--- src/rtl/bch_nand_pkg.sv ---
`timescale 1ns/100ps
package bch_nand_pkg;
  localparam int GF_M = 13;
  localparam logic [GF_M:0] GF_POLY = 14'h201B;
  localparam int T_LO = 4;
  localparam int T_HI = 8;
  localparam int PAR_MAX = GF_M * T_HI;
  localparam int MAX_SECT = 8;

  typedef struct packed {
    logic       ecc_en;
    logic [2:0] cs;
    logic [2:0] nsect_m1;
    logic       wide;
    logic       t8;
    logic       bch_en;
  } bch_cfg_t;

  // multiply in GF(2^13), shift-and-add with modular reduction
  function automatic logic [GF_M-1:0] gf_mul(input logic [GF_M-1:0] a, input logic [GF_M-1:0] b);
    logic [GF_M-1:0] p;
    p = '0;
    for (int i = GF_M - 1; i >= 0; i--) begin
      p = {p[GF_M-2:0], 1'b0} ^ (p[GF_M-1] ? GF_POLY[GF_M-1:0] : '0);
      if (b[i]) p = p ^ a;
    end
    return p;
  endfunction

  // generator = product of (x + r) over every conjugate of alpha^1..alpha^(2t-1), odd powers
  function automatic logic [PAR_MAX:0] gen_poly(input int t);
    logic [GF_M-1:0] c [PAR_MAX+1];
    logic [GF_M-1:0] a, r;
    logic [PAR_MAX:0] g;
    int deg;
    for (int j = 0; j <= PAR_MAX; j++) c[j] = '0;
    c[0] = 1;
    deg = 0;
    for (int i = 1; i < 2 * t; i += 2) begin
      a = 1;
      for (int n = 0; n < i; n++) a = gf_mul(a, 13'd2);
      r = a;
      for (int k = 0; k < GF_M; k++) begin
        for (int j = PAR_MAX; j >= 1; j--)
          if (j <= deg + 1) c[j] = c[j-1] ^ gf_mul(c[j], r);
        c[0] = gf_mul(c[0], r);
        deg++;
        r = gf_mul(r, r);
      end
    end
    for (int j = 0; j <= PAR_MAX; j++) g[j] = c[j][0];
    return g;
  endfunction
endpackage

--- src/rtl/bch_lfsr_step.sv ---
`timescale 1ns/100ps
module bch_lfsr_step
  import bch_nand_pkg::*;
#(
  parameter int T = 4
) (
  input  logic [GF_M*T-1:0] rem_i,
  input  logic [15:0]       data_i,
  input  logic              wide_i,
  output logic [GF_M*T-1:0] rem_o
);
  localparam int DEG = GF_M * T;
  localparam logic [PAR_MAX:0] GFULL = gen_poly(T);
  localparam logic [DEG-1:0] GTAP = GFULL[DEG-1:0];

  // up to 16 serial division steps per beat: low byte first, MSB first within a byte
  always_comb begin
    logic [DEG-1:0] r;
    logic [3:0] idx;
    logic fb;
    r = rem_i;
    for (int i = 0; i < 16; i++) begin
      idx = (i < 8) ? 4'(7 - i) : 4'(23 - i);
      if (i < 8 || wide_i) begin
        fb = data_i[idx] ^ r[DEG-1];
        r = {r[DEG-2:0], 1'b0} ^ (fb ? GTAP : '0);
      end
    end
    rem_o = r;
  end
endmodule

--- src/rtl/bch_sector_ctrl.sv ---
`timescale 1ns/100ps
module bch_sector_ctrl #(
  parameter int SECT_BYTES = 512,
  parameter int MAX_SECT   = 8
) (
  input  logic                        clk,
  input  logic                        rst_n,
  input  logic                        clr_i,
  input  logic                        beat_i,
  input  logic                        wide_i,
  input  logic [$clog2(MAX_SECT)-1:0] last_i,
  output logic [$clog2(MAX_SECT)-1:0] sect_o,
  output logic                        done_o
);
  localparam int CW = $clog2(SECT_BYTES) + 1;
  localparam int SW = $clog2(MAX_SECT);

  logic [CW-1:0] cnt_q, cnt_nxt;

  assign cnt_nxt = cnt_q + (wide_i ? CW'(2) : CW'(1));

  always_ff @(posedge clk or negedge rst_n) begin
    if (!rst_n) begin
      cnt_q  <= '0;
      sect_o <= '0;
      done_o <= 1'b0;
    end else if (clr_i) begin
      cnt_q  <= '0;
      sect_o <= '0;
      done_o <= 1'b0;
    end else if (beat_i) begin
      if (cnt_nxt >= CW'(SECT_BYTES)) begin
        cnt_q <= '0;
        if (sect_o == last_i) done_o <= 1'b1;
        else sect_o <= sect_o + SW'(1);
      end else begin
        cnt_q <= cnt_nxt;
      end
    end
  end


  sect_hold_chk: assert property (@(posedge clk) disable iff (!rst_n)
    (!beat_i && !clr_i) |=> ($stable(sect_o) && $stable(done_o)));
endmodule

--- src/rtl/bch_cfg_regs.sv ---
`timescale 1ns/100ps
module bch_cfg_regs
  import bch_nand_pkg::*;
(
  input  logic        clk,
  input  logic        rst_n,
  input  logic        cfg_we,
  input  logic [31:0] cfg_wdata,
  input  logic        ctrl_we,
  input  logic [31:0] ctrl_wdata,
  output bch_cfg_t    cfg_o,
  output logic        armed_o,
  output logic        clr_o
);
  logic unused_bits;
  assign unused_bits = ^{cfg_wdata[31:17], cfg_wdata[15:13], cfg_wdata[11:8],
                         ctrl_wdata[31:9], ctrl_wdata[7:1]};

  assign clr_o = ctrl_we && ctrl_wdata[8];

  always_ff @(posedge clk or negedge rst_n) begin
    if (!rst_n) begin
      cfg_o   <= '0;
      armed_o <= 1'b0;
    end else begin
      if (cfg_we) begin
        cfg_o.ecc_en   <= cfg_wdata[0];
        cfg_o.cs       <= cfg_wdata[3:1];
        cfg_o.nsect_m1 <= cfg_wdata[6:4];
        cfg_o.wide     <= cfg_wdata[7];
        cfg_o.t8       <= cfg_wdata[12];
        cfg_o.bch_en   <= cfg_wdata[16];
      end
      if (ctrl_we) armed_o <= ctrl_wdata[0];
    end
  end


  arm_load_chk: assert property (@(posedge clk) disable iff (!rst_n)
    ctrl_we |=> (armed_o == $past(ctrl_wdata[0])));
endmodule

--- src/rtl/bch_nand_parity.sv ---
`timescale 1ns/100ps
module bch_nand_parity
  import bch_nand_pkg::*;
#(
  parameter int SECT_BYTES = 512
) (
  input  logic        clk,
  input  logic        rst_n,
  input  logic        cfg_we,
  input  logic [31:0] cfg_wdata,
  input  logic        ctrl_we,
  input  logic [31:0] ctrl_wdata,
  input  logic        s_valid,
  output logic        s_ready,
  input  logic [15:0] s_data,
  input  logic [2:0]  s_cs,
  input  logic [2:0]  rd_sector,
  input  logic [1:0]  rd_word,
  output logic [31:0] rd_data,
  output logic        all_done
);
  localparam int SW = $clog2(MAX_SECT);
  localparam int P4 = GF_M * T_LO;
  localparam int P8 = GF_M * T_HI;

  bch_cfg_t cfg;
  logic armed, clr, fire, hit;
  logic [SW-1:0] sect;
  logic [P8-1:0] bank [MAX_SECT];
  logic [P8-1:0] cur, rsel;
  logic [P4-1:0] nxt4;
  logic [P8-1:0] nxt8;

  bch_cfg_regs u_regs (
    .clk(clk), .rst_n(rst_n),
    .cfg_we(cfg_we), .cfg_wdata(cfg_wdata),
    .ctrl_we(ctrl_we), .ctrl_wdata(ctrl_wdata),
    .cfg_o(cfg), .armed_o(armed), .clr_o(clr)
  );

  assign s_ready = armed && cfg.ecc_en && cfg.bch_en && !all_done;
  assign fire    = s_valid && s_ready;
  assign hit     = fire && (s_cs == cfg.cs);

  bch_sector_ctrl #(.SECT_BYTES(SECT_BYTES), .MAX_SECT(MAX_SECT)) u_sect (
    .clk(clk), .rst_n(rst_n), .clr_i(clr), .beat_i(hit), .wide_i(cfg.wide),
    .last_i(cfg.nsect_m1[SW-1:0]), .sect_o(sect), .done_o(all_done)
  );

  assign cur = bank[sect];

  bch_lfsr_step #(.T(T_LO)) u_step4 (
    .rem_i(cur[P4-1:0]), .data_i(s_data), .wide_i(cfg.wide), .rem_o(nxt4)
  );
  bch_lfsr_step #(.T(T_HI)) u_step8 (
    .rem_i(cur), .data_i(s_data), .wide_i(cfg.wide), .rem_o(nxt8)
  );

  always_ff @(posedge clk or negedge rst_n) begin
    if (!rst_n) begin
      for (int i = 0; i < MAX_SECT; i++) bank[i] <= '0;
    end else if (clr) begin
      for (int i = 0; i < MAX_SECT; i++) bank[i] <= '0;
    end else if (hit) begin
      bank[sect] <= cfg.t8 ? nxt8 : {{(P8-P4){1'b0}}, nxt4};
    end
  end

  // result word packing, selected by the current mode
  assign rsel = bank[rd_sector];
  always_comb begin
    rd_data = '0;
    if (cfg.t8) begin
      case (rd_word)
        2'd0: rd_data = rsel[31:0];
        2'd1: rd_data = rsel[63:32];
        2'd2: rd_data = rsel[95:64];
        default: rd_data = {24'b0, rsel[103:96]};
      endcase
    end else begin
      case (rd_word)
        2'd0: rd_data = rsel[31:0];
        2'd1: rd_data = {12'b0, rsel[51:32]};
        default: rd_data = '0;
      endcase
    end
  end


  no_intake_when_done_chk: assert property (@(posedge clk) disable iff (!rst_n)
    all_done |-> !s_ready);

  clear_restart_chk: assert property (@(posedge clk) disable iff (!rst_n)
    clr |=> (!all_done && sect == '0));

  foreign_cs_skip_chk: assert property (@(posedge clk) disable iff (!rst_n)
    (fire && s_cs != cfg.cs && !clr) |=> ($stable(sect) && $stable(all_done)));
endmodule

--- config.mk ---
export PLATFORM = sky130hd
export DESIGN_NAME = bch_nand_parity
export DESIGN_NICKNAME = d
export VERILOG_FILES = /design/src/rtl/bch_nand_pkg.sv /design/src/rtl/bch_lfsr_step.sv /design/src/rtl/bch_sector_ctrl.sv /design/src/rtl/bch_cfg_regs.sv /design/src/rtl/bch_nand_parity.sv
export SDC_FILE = /design/constraint.sdc
export NUM_CORES = 2
export LEC_CHECK = 0
export BUFFER_PORTS_ARGS = -buffer_cell sky130_fd_sc_hd__buf_2
export CORE_MARGIN = 2
export CORE_UTILIZATION = 41
export DETAILED_ROUTE_END_ITERATION = 8
export GPL_TIMING_DRIVEN = 1
export PLACE_DENSITY = 0.55
export SLEW_MARGIN = 25
export SYNTH_ARGS = -nofsm -noshare
export SYNTH_HDL_FRONTEND = slang
export SYNTH_HIERARCHICAL = 1
export SYNTH_SLANG_ARGS = --single-unit
--- constraint.sdc ---
create_clock -name clk -period 6.1 [get_ports clk]
set_clock_uncertainty 0.05 [all_clocks]
set_input_delay 0.305 -clock clk [delete_from_list [all_inputs] [get_ports clk]]
set_output_delay 0.305 -clock clk [all_outputs]
set_load 0.05 [all_outputs]
Word level (Yosys, flattened, before mapping)
Index checks and enable logic that the tools add are counted.
{"block": "word_totals", "ff_bits": 857, "latch_bits": 0, "mem_bits_rw": 0, "rom_bits": 0, "inputBits": 93, "out_inout_bits": 34, "elab_cells": 184, "mem_count": 0}
{"block": "classes", "add_sub_neg": 2, "multipliers": 0, "div_mod_pow": 0, "n_lt_le_gt_ge": 4, "n_eq_ne": 5, "shift": 0, "mux": 75, "bitwise": 66, "reduce_logical": 14}
{"op": "two-way mux 832 bit", "n": 2}
{"op": "XOR 104 bit", "n": 16}
{"op": "two-way mux 101 bit", "n": 16}
{"op": "two-way mux 104 bit", "n": 14}
{"op": "bitwise mux 832 bit", "n": 1}
{"op": "XOR 52 bit", "n": 16}
{"op": "two-way mux 51 bit", "n": 16}
{"op": "binary-select mux 104 bit (select 3 bit)", "n": 2}
{"op": "two-way mux 52 bit", "n": 8}
{"op": "demux 104 bit (select 3 bit)", "n": 1}
{"op": "case mux 32 bit (3 select lines)", "n": 1}
{"op": "case mux 32 bit (2 select lines)", "n": 1}
{"op": "two-way mux 32 bit", "n": 1}
{"op": "XOR 1 bit", "n": 32}
{"op": "two-way mux 10 bit", "n": 3}
{"op": "two-way mux 3 bit", "n": 4}
{"op": "adder 10 bit", "n": 1}
{"op": "greater-or-equal comparator 10 bit, second input constant", "n": 1}
{"op": "greater-or-equal comparator 4 bit, second input constant", "n": 2}
{"op": "NOT 3 -> 4 bit", "n": 2}
{"op": "logical AND 1 bit", "n": 7}
{"op": "equality test 3 bit", "n": 2}
{"op": "AND reduction 3 bit", "n": 2}
{"op": "nonzero test 2 bit", "n": 3}
{"op": "9 further kinds", "n": 12}

Logic depth before layout (Yosys ltp)
{"block": "depth", "ltp_word": 64, "depth_mapped": 23, "ltp_nobuf": 17}

By module
The synthesis kept the hierarchy.
{"mod": "bch_nand_parity", "instances": 1, "cells_each": 3365, "area_each_um2": 43701.9, "seq_area_each_um2": 20820.0}
{"mod": "bch_lfsr_step (u_step8)", "instances": 1, "cells_each": 699, "area_each_um2": 5947.0, "seq_area_each_um2": 0.0}
{"mod": "bch_lfsr_step (u_step4)", "instances": 1, "cells_each": 375, "area_each_um2": 3428.3, "seq_area_each_um2": 0.0}
{"mod": "bch_sector_ctrl", "instances": 1, "cells_each": 83, "area_each_um2": 794.5, "seq_area_each_um2": 350.3}
{"mod": "bch_cfg_regs", "instances": 1, "cells_each": 24, "area_each_um2": 454.2, "seq_area_each_um2": 275.3}

Least setup slack after synthesis
OpenSTA, ideal clock, no wires.
{"block": "synth_timing", "path_type": "reg-to-reg", "start": "register u_sect.sect_o[1]", "end": "register bank[122] (netlist name)", "setup_ps": 121, "arrival_time_ps": 6010, "required_ps": 5929, "slack_ps": -81, "path_stages_with_launch": 22, "path_buffers": 6, "synth_period_minus_slack_ps": 6181, "cell_sequence": "dfrtp_1 > buf_2 > buf_2 > buf_2 > buf_2 > buf_2 > a21o_1 > nand3_1 > xnor2_2 > xnor3_2 > xor3_1 > mux2i_1 > or2_2 > buf_6 > xnor2_1 > xnor2_4 > xor2_4 > xnor2_1 > mux2_2 > mux2i_1 > nor3_4 > a22o_1"}
{"block": "synth_between", "word_cells_on_any_way": 123, "classes_between": "order compare: 2; mux: 56; bitwise: 64; reduce/logical: 1"}
{"item": "start: declaration", "line_no": "bch_sector_ctrl.sv:12", "text": "output logic [$clog2(MAX_SECT)-1:0] sect_o,"}
{"item": "start signal: assignment", "line_no": "bch_sector_ctrl.sv:35", "text": "else sect_o <= sect_o + SW'(1);"}
{"item": "NOT 3 -> 4 bit (implied by the code) (*)", "line_no": "bch_nand_parity.sv:50", "text": "assign cur = bank[sect];"}
{"item": "binary-select mux 104 bit (select 3 bit) (*)", "line_no": "bch_nand_parity.sv:50"}
{"item": "two-way mux 104 bit (implied by the code) (*) (2 in series)", "line_no": "bch_nand_parity.sv:50"}
{"item": "named net cur[103]", "line_no": "bch_nand_parity.sv:30", "text": "logic [P8-1:0] cur, rsel;"}
{"item": "XOR 1 bit (*)", "line_no": "bch_lfsr_step.sv:25", "text": "fb = data_i[idx] ^ r[DEG-1];"}
{"item": "two-way mux 101 bit (*)", "line_no": "bch_lfsr_step.sv:26", "text": "r = {r[DEG-2:0], 1'b0} ^ (fb ? GTAP : '0);"}
{"item": "XOR 104 bit (*) (4 in series)", "line_no": "bch_lfsr_step.sv:26"}
{"item": "XOR 1 bit", "line_no": "bch_lfsr_step.sv:25"}
{"item": "[... 22 more ...]"}
{"item": "two-way mux 104 bit (*)", "line_no": "bch_lfsr_step.sv:24", "text": "if (i < 8 || wide_i) begin"}
{"item": "XOR 104 bit", "line_no": "bch_lfsr_step.sv:26"}
{"item": "two-way mux 104 bit (*)", "line_no": "bch_lfsr_step.sv:24"}
{"item": "named net nxt8[18]", "line_no": "bch_nand_parity.sv:32", "text": "logic [P8-1:0] nxt8;"}
{"item": "two-way mux 104 bit (*)", "line_no": "bch_nand_parity.sv:65", "text": "bank[sect] <= cfg.t8 ? nxt8 : {{(P8-P4){1'b0}}, nxt4};"}
{"item": "bitwise mux 832 bit (*)", "line_no": "bch_nand_parity.sv:65"}
{"item": "two-way mux 832 bit (*)", "line_no": "bch_nand_parity.sv:64", "text": "end else if (hit) begin"}
{"item": "two-way mux 832 bit (*)", "line_no": "bch_nand_parity.sv:62", "text": "end else if (clr) begin"}
{"item": "end signal: indexed assignment", "line_no": "bch_nand_parity.sv:65"}
{"item": "end: declaration", "line_no": "bch_nand_parity.sv:29", "text": "logic [P8-1:0] bank [MAX_SECT];"}
Mark *: on every way through the listed nets, which the timed path passes. The rest lies on a longest branch. The select of a mux whose other input is x is not followed.
A chain may end at the register's enable or synchronous reset.

Worst setup path in the final report
{"block": "layout_timing", "start": "register u_sect.sect_o[1]", "end": "register bank[534] (netlist name)"}
{"block": "layout_between", "word_cells_on_any_way": 117, "classes_between": "order compare: 2; mux: 53; bitwise: 61; reduce/logical: 1"}
{"item": "NOT 3 -> 4 bit (implied by the code) (*)", "line_no": "bch_nand_parity.sv:50"}
{"item": "binary-select mux 104 bit (select 3 bit) (*)", "line_no": "bch_nand_parity.sv:50"}
{"item": "two-way mux 104 bit (implied by the code) (*) (2 in series)", "line_no": "bch_nand_parity.sv:50"}
{"item": "named net cur[102]", "line_no": "bch_nand_parity.sv:30"}
{"item": "XOR 104 bit (*)", "line_no": "bch_lfsr_step.sv:26"}
{"item": "XOR 1 bit (*)", "line_no": "bch_lfsr_step.sv:25"}
{"item": "two-way mux 101 bit (*)", "line_no": "bch_lfsr_step.sv:26"}
{"item": "XOR 104 bit (*) (4 in series)", "line_no": "bch_lfsr_step.sv:26"}
{"item": "[... 22 more ...]"}
{"item": "two-way mux 104 bit (*)", "line_no": "bch_lfsr_step.sv:24"}
{"item": "XOR 104 bit", "line_no": "bch_lfsr_step.sv:26"}
{"item": "two-way mux 104 bit (*)", "line_no": "bch_lfsr_step.sv:24"}
{"item": "named net nxt8[14]", "line_no": "bch_nand_parity.sv:32"}
{"item": "two-way mux 104 bit (*)", "line_no": "bch_nand_parity.sv:65"}
{"item": "bitwise mux 832 bit (*)", "line_no": "bch_nand_parity.sv:65"}
{"item": "two-way mux 832 bit (*)", "line_no": "bch_nand_parity.sv:64"}
{"item": "two-way mux 832 bit (*)", "line_no": "bch_nand_parity.sv:62"}
Marked as above.

==> results_dict.tcl <==
set metrics [dict create \
    dp_cells 6424 \
    p_total_uw 36100 \
    end_kind "flop" \
    setup_viol 0 \
    synth_edf_count 0 \
    viasPerCell 6.72 \
    drc 0 \
    grtUsageTotal 0.344 \
    yosys_warnings 6 \
    slew_viol_final 0 \
    yosysSeqAreaShare 0.395 \
    cts.root.buffer_cell "clkbuf_16" \
    cts_max_path_buffers 3 \
    antenna_found_initial 11 \
    rsz0062_at_grt "true" \
    hold_viol_final 0 \
    layout_min_cycle_time_ns 5.95 \
    worst-path-max-fanout 23 \
    cellLeakagePower_uw 0.0279 \
    vdd_drop_max_uv 457 \
    nets 4896 \
    required_ns 6.65 \
    area_delta_synth_final_pct 16.8 \
    htree_levels 3 \
    numCtsBuffers 99 \
    dieArea_mm2 0.135 \
    syn_avg_cell_area_um2 12.0 \
    cp.arrival_ns 6.50 \
    numClockSinks 857 \
    synth_seq_cells 857 \
    grt_overflow_total 0 \
    drive_gt1_frac 0.255 \
    synthesis.area_mm2 0.0543 \
    p_per_area_mw_per_mm2 569 \
    drt-initial-drc-count 5933 \
    fmax_mhz 168 \
    slew_headroom 0.211 \
    grt_pass1_wl_um 337000 \
    place_hpwl_um 158000 \
    io_pins 127 \
    place_congestion 0.991 \
    max-cap-violations 0 \
    wire_per_inst_um 35.6 \
    ys.flop_type "dfrtp_1" \
    hold_path_class "in -> async" \
    grt_pass1_vias 43500 \
    worst_pin_slew_ns 1.18 \
    die_w_um 368 \
    die_y_um 368 \
    status "completed" \
    crit_type "reg -> reg" \
    synthArstFlopShare 1.00 \
    fin_crit_sh 0.975 \
    antenna_left 0 \
    initial_core_util 0.413 \
    port_buffers 74 \
    drt_wl_total_um 236000 \
    r2r_slack_ns 0.15 \
    synth_nets 4643 \
    syn_inst 4546 \
    cts_tree "yes" \
    vias 44700 \
    first_pass_iters 7 \
    fin_cells 6642 \
    cp-start-kind "flop" \
    ys_types 78 \
    num_rows 133 \
    finish.utilization 0.483 \
    cts.clk_slew.worst_paths_ns 0.06 \
    clkLatencyLatePin_ns 0.78 \
    core_area_mm2 0.131 \
    grt_start_max_net_pins 150 \
]
==> final timing paths <==
kind | start | end | cells past startpoint
max in group asynchronous | rst_n | u_sect/sect_o[0] | 3
hold reg to reg | bank[19] | bank[19] | 1
min in group clk | ctrl_wdata[8] | u_sect/cnt_q[1] | 4
setup / recovery | u_sect/sect_o[1] | bank[534] | 23
setup reg to reg | u_sect/sect_o[1] | bank[534] | 23
hold / removal | rst_n | bank[793] | 2
==> report_power, final <==
group          internal (uW)  leakage, uW  switching, uW
clock network           3790      0.00173           2660
logic                  10200       0.0142          13700
registers               5740       0.0119           63.0
==> Yosys cell counts (all sizes together) (14+ instances only) <==
| library cell | count | share of area |
|---|---|---|
| o22ai | 19 | 0.0022 |
| a22o | 843 | 0.14 |
| nor3 | 72 | 0.017 |
| nor2b | 14 | 0.0016 |
| mux2i | 291 | 0.054 |
| o211ai | 18 | 0.0027 |
| nand2 | 148 | 0.010 |
| a31oi | 16 | 0.0028 |
| o2bb2ai | 19 | 0.0031 |
| nor2 | 90 | 0.0063 |
| nand3 | 30 | 0.0029 |
| dfrtp | 857 | 0.39 |
| a222oi | 20 | 0.0037 |
| buf | 296 | 0.031 |
| o221ai | 14 | 0.0023 |
| a21oi | 95 | 0.0088 |
| xnor2 | 488 | 0.084 |
| mux2 | 115 | 0.025 |
| o21ai | 149 | 0.014 |
| xnor3 | 43 | 0.018 |
| xor2 | 138 | 0.024 |
| a22oi | 125 | 0.017 |
| xor3 | 15 | 0.0066 |
| o22a | 27 | 0.0044 |
| clkbuf | 188 | 0.013 |
| mux4 | 201 | 0.083 |
| a221oi | 86 | 0.014 |
==> routing by layer <==
| layer | track usage | vias to the layer above | share of wire |
|---|---|---|---|
| li1 | - | 18000 | - |
| met1 | 0.466 | 23200 | 0.40 |
| met2 | 0.511 | 2852 | 0.44 |
| met3 | 0.0878 | 565 | 0.11 |
| met4 | 0.167 | 6 | 0.055 |
| met5 | 0 | - | 0.00017 |
==> sequential cells by signal (all words and copies together) (netlist names) <==
signal and count:
u_sect/cnt_q 10, u_regs/armed_o 1, u_sect/sect_o 3, bank 832
u_sect/done_o 1, u_regs/cfg_o 10
==> cell type report <==
| cell class | count | area [um^2] |
|---|---|---|
| antenna | 5 | 12.5 |
| clock buffer | 145 | 2950 |
| clock inverter | 39 | 539 |
| fill | 11900 | 68000 |
| inverter | 9 | 35.0 |
| multi-input combinational | 3196 | 30800 |
| sequential | 857 | 21500 |
| tap | 1755 | 2200 |
| timing repair buffer | 636 | 5500 |
==> metrics by stage <==
| step | setup WS (ns) | setup TNS, ns | instance area [um^2] | hold WS (ns) |
|---|---|---|---|---|
| final | 0.150 | 0 | 63500 | 0.113 |
| after global routing | -0.0208 | -0.0208 | 63500 | 0.161 |
| after CTS | 0.0174 | 0 | 63300 | 0.102 |
| after detailed placement | 0.0298 | 0 | 59600 | 0.323 |
| after global placement | 0.104 | 0 | 59600 | 0.324 |
| after floorplan | 0.0162 | 0 | 54300 | -0.0406 |
==> what timing repair did <==
| action | in CTS | in global routing |
|---|---|---|
| setup buffers | 0 | 6 |
| hold buffers | 23 | 0 |
| endpoints found under the hold margin | 77 | 0 |
| setup endpoints to repair | 0 | 251 |
| resized for setup | 0 | 16 |
==> cells by family after synthesis <==
| group | after synthesis | share of synthesized area |
|---|---|---|
| buffers and inverters | 493 | 0.0445 |
| and+or+nand+nor | 413 | 0.0459 |
| xor gates and xnor gates | 684 | 0.133 |
| DFF | 857 | 0.395 |
| muxes | 607 | 0.161 |
| AOI/OAI and AO/OA | 1488 | 0.219 |
| adders and majority gates | 4 | 0.00106 |
==> critical path, cell delays in order (launching register included) <==
cell and delay, ns:
dfrtp_4 0.52, buf_12 0.18, and2_1 0.25, buf_4 0.17, a221oi_1 0.28, o211ai_1 0.26, xnor2_2 0.26, buf_4 0.18
buf_4 0.22, xnor2_1 0.17, buf_4 0.16, xnor3_1 0.34, xnor2_1 0.15, a21oi_1 0.30, xnor2_2 0.12, buf_12 0.17
buf_4 0.17, xnor2_1 0.34, xnor2_1 0.19, xnor2_1 0.23, mux2i_1 0.17, mux2i_1 0.47, nor3_4 0.12, a22o_1 0.27
==> layout by cell type, fill, tap and decap left out, types with 12 or more instances in the layout <==
cell type      netlist  layout
a21oi_1             94      94
a221oi_1            86      86
a222oi_1            20      20
a22o_1             843     843
a22oi_1            125     125
buf_12               0      65
buf_2              152      70
buf_4               22     472
clkbuf_1           188      18
clkbuf_16            0     101
clkbuf_8             0      26
clkinv_2             0      20
dfrtp_1            857     852
dlygate4sd3_1        0      23
mux2_2             104     104
mux2i_1            291     289
mux4_2             201     201
nand2_1            148     148
nand3_1             29      29
nor2_1              89      86
nor3_2              14      12
nor3_4              46      50
o211ai_1            17      17
o21ai_0            144     141
o21bai_1            13      13
o221ai_1            14      14
o22a_1              27      27
o22ai_1             19      19
o2bb2ai_1           19      19
o31ai_1             12      12
xnor2_1            465     459
xnor2_2             13      17
xnor2_4             10      12
xnor3_1             39      38
xor2_1             130     130
xor3_1              15      15
Note: power is estimated with default switching activity, not from simulation.
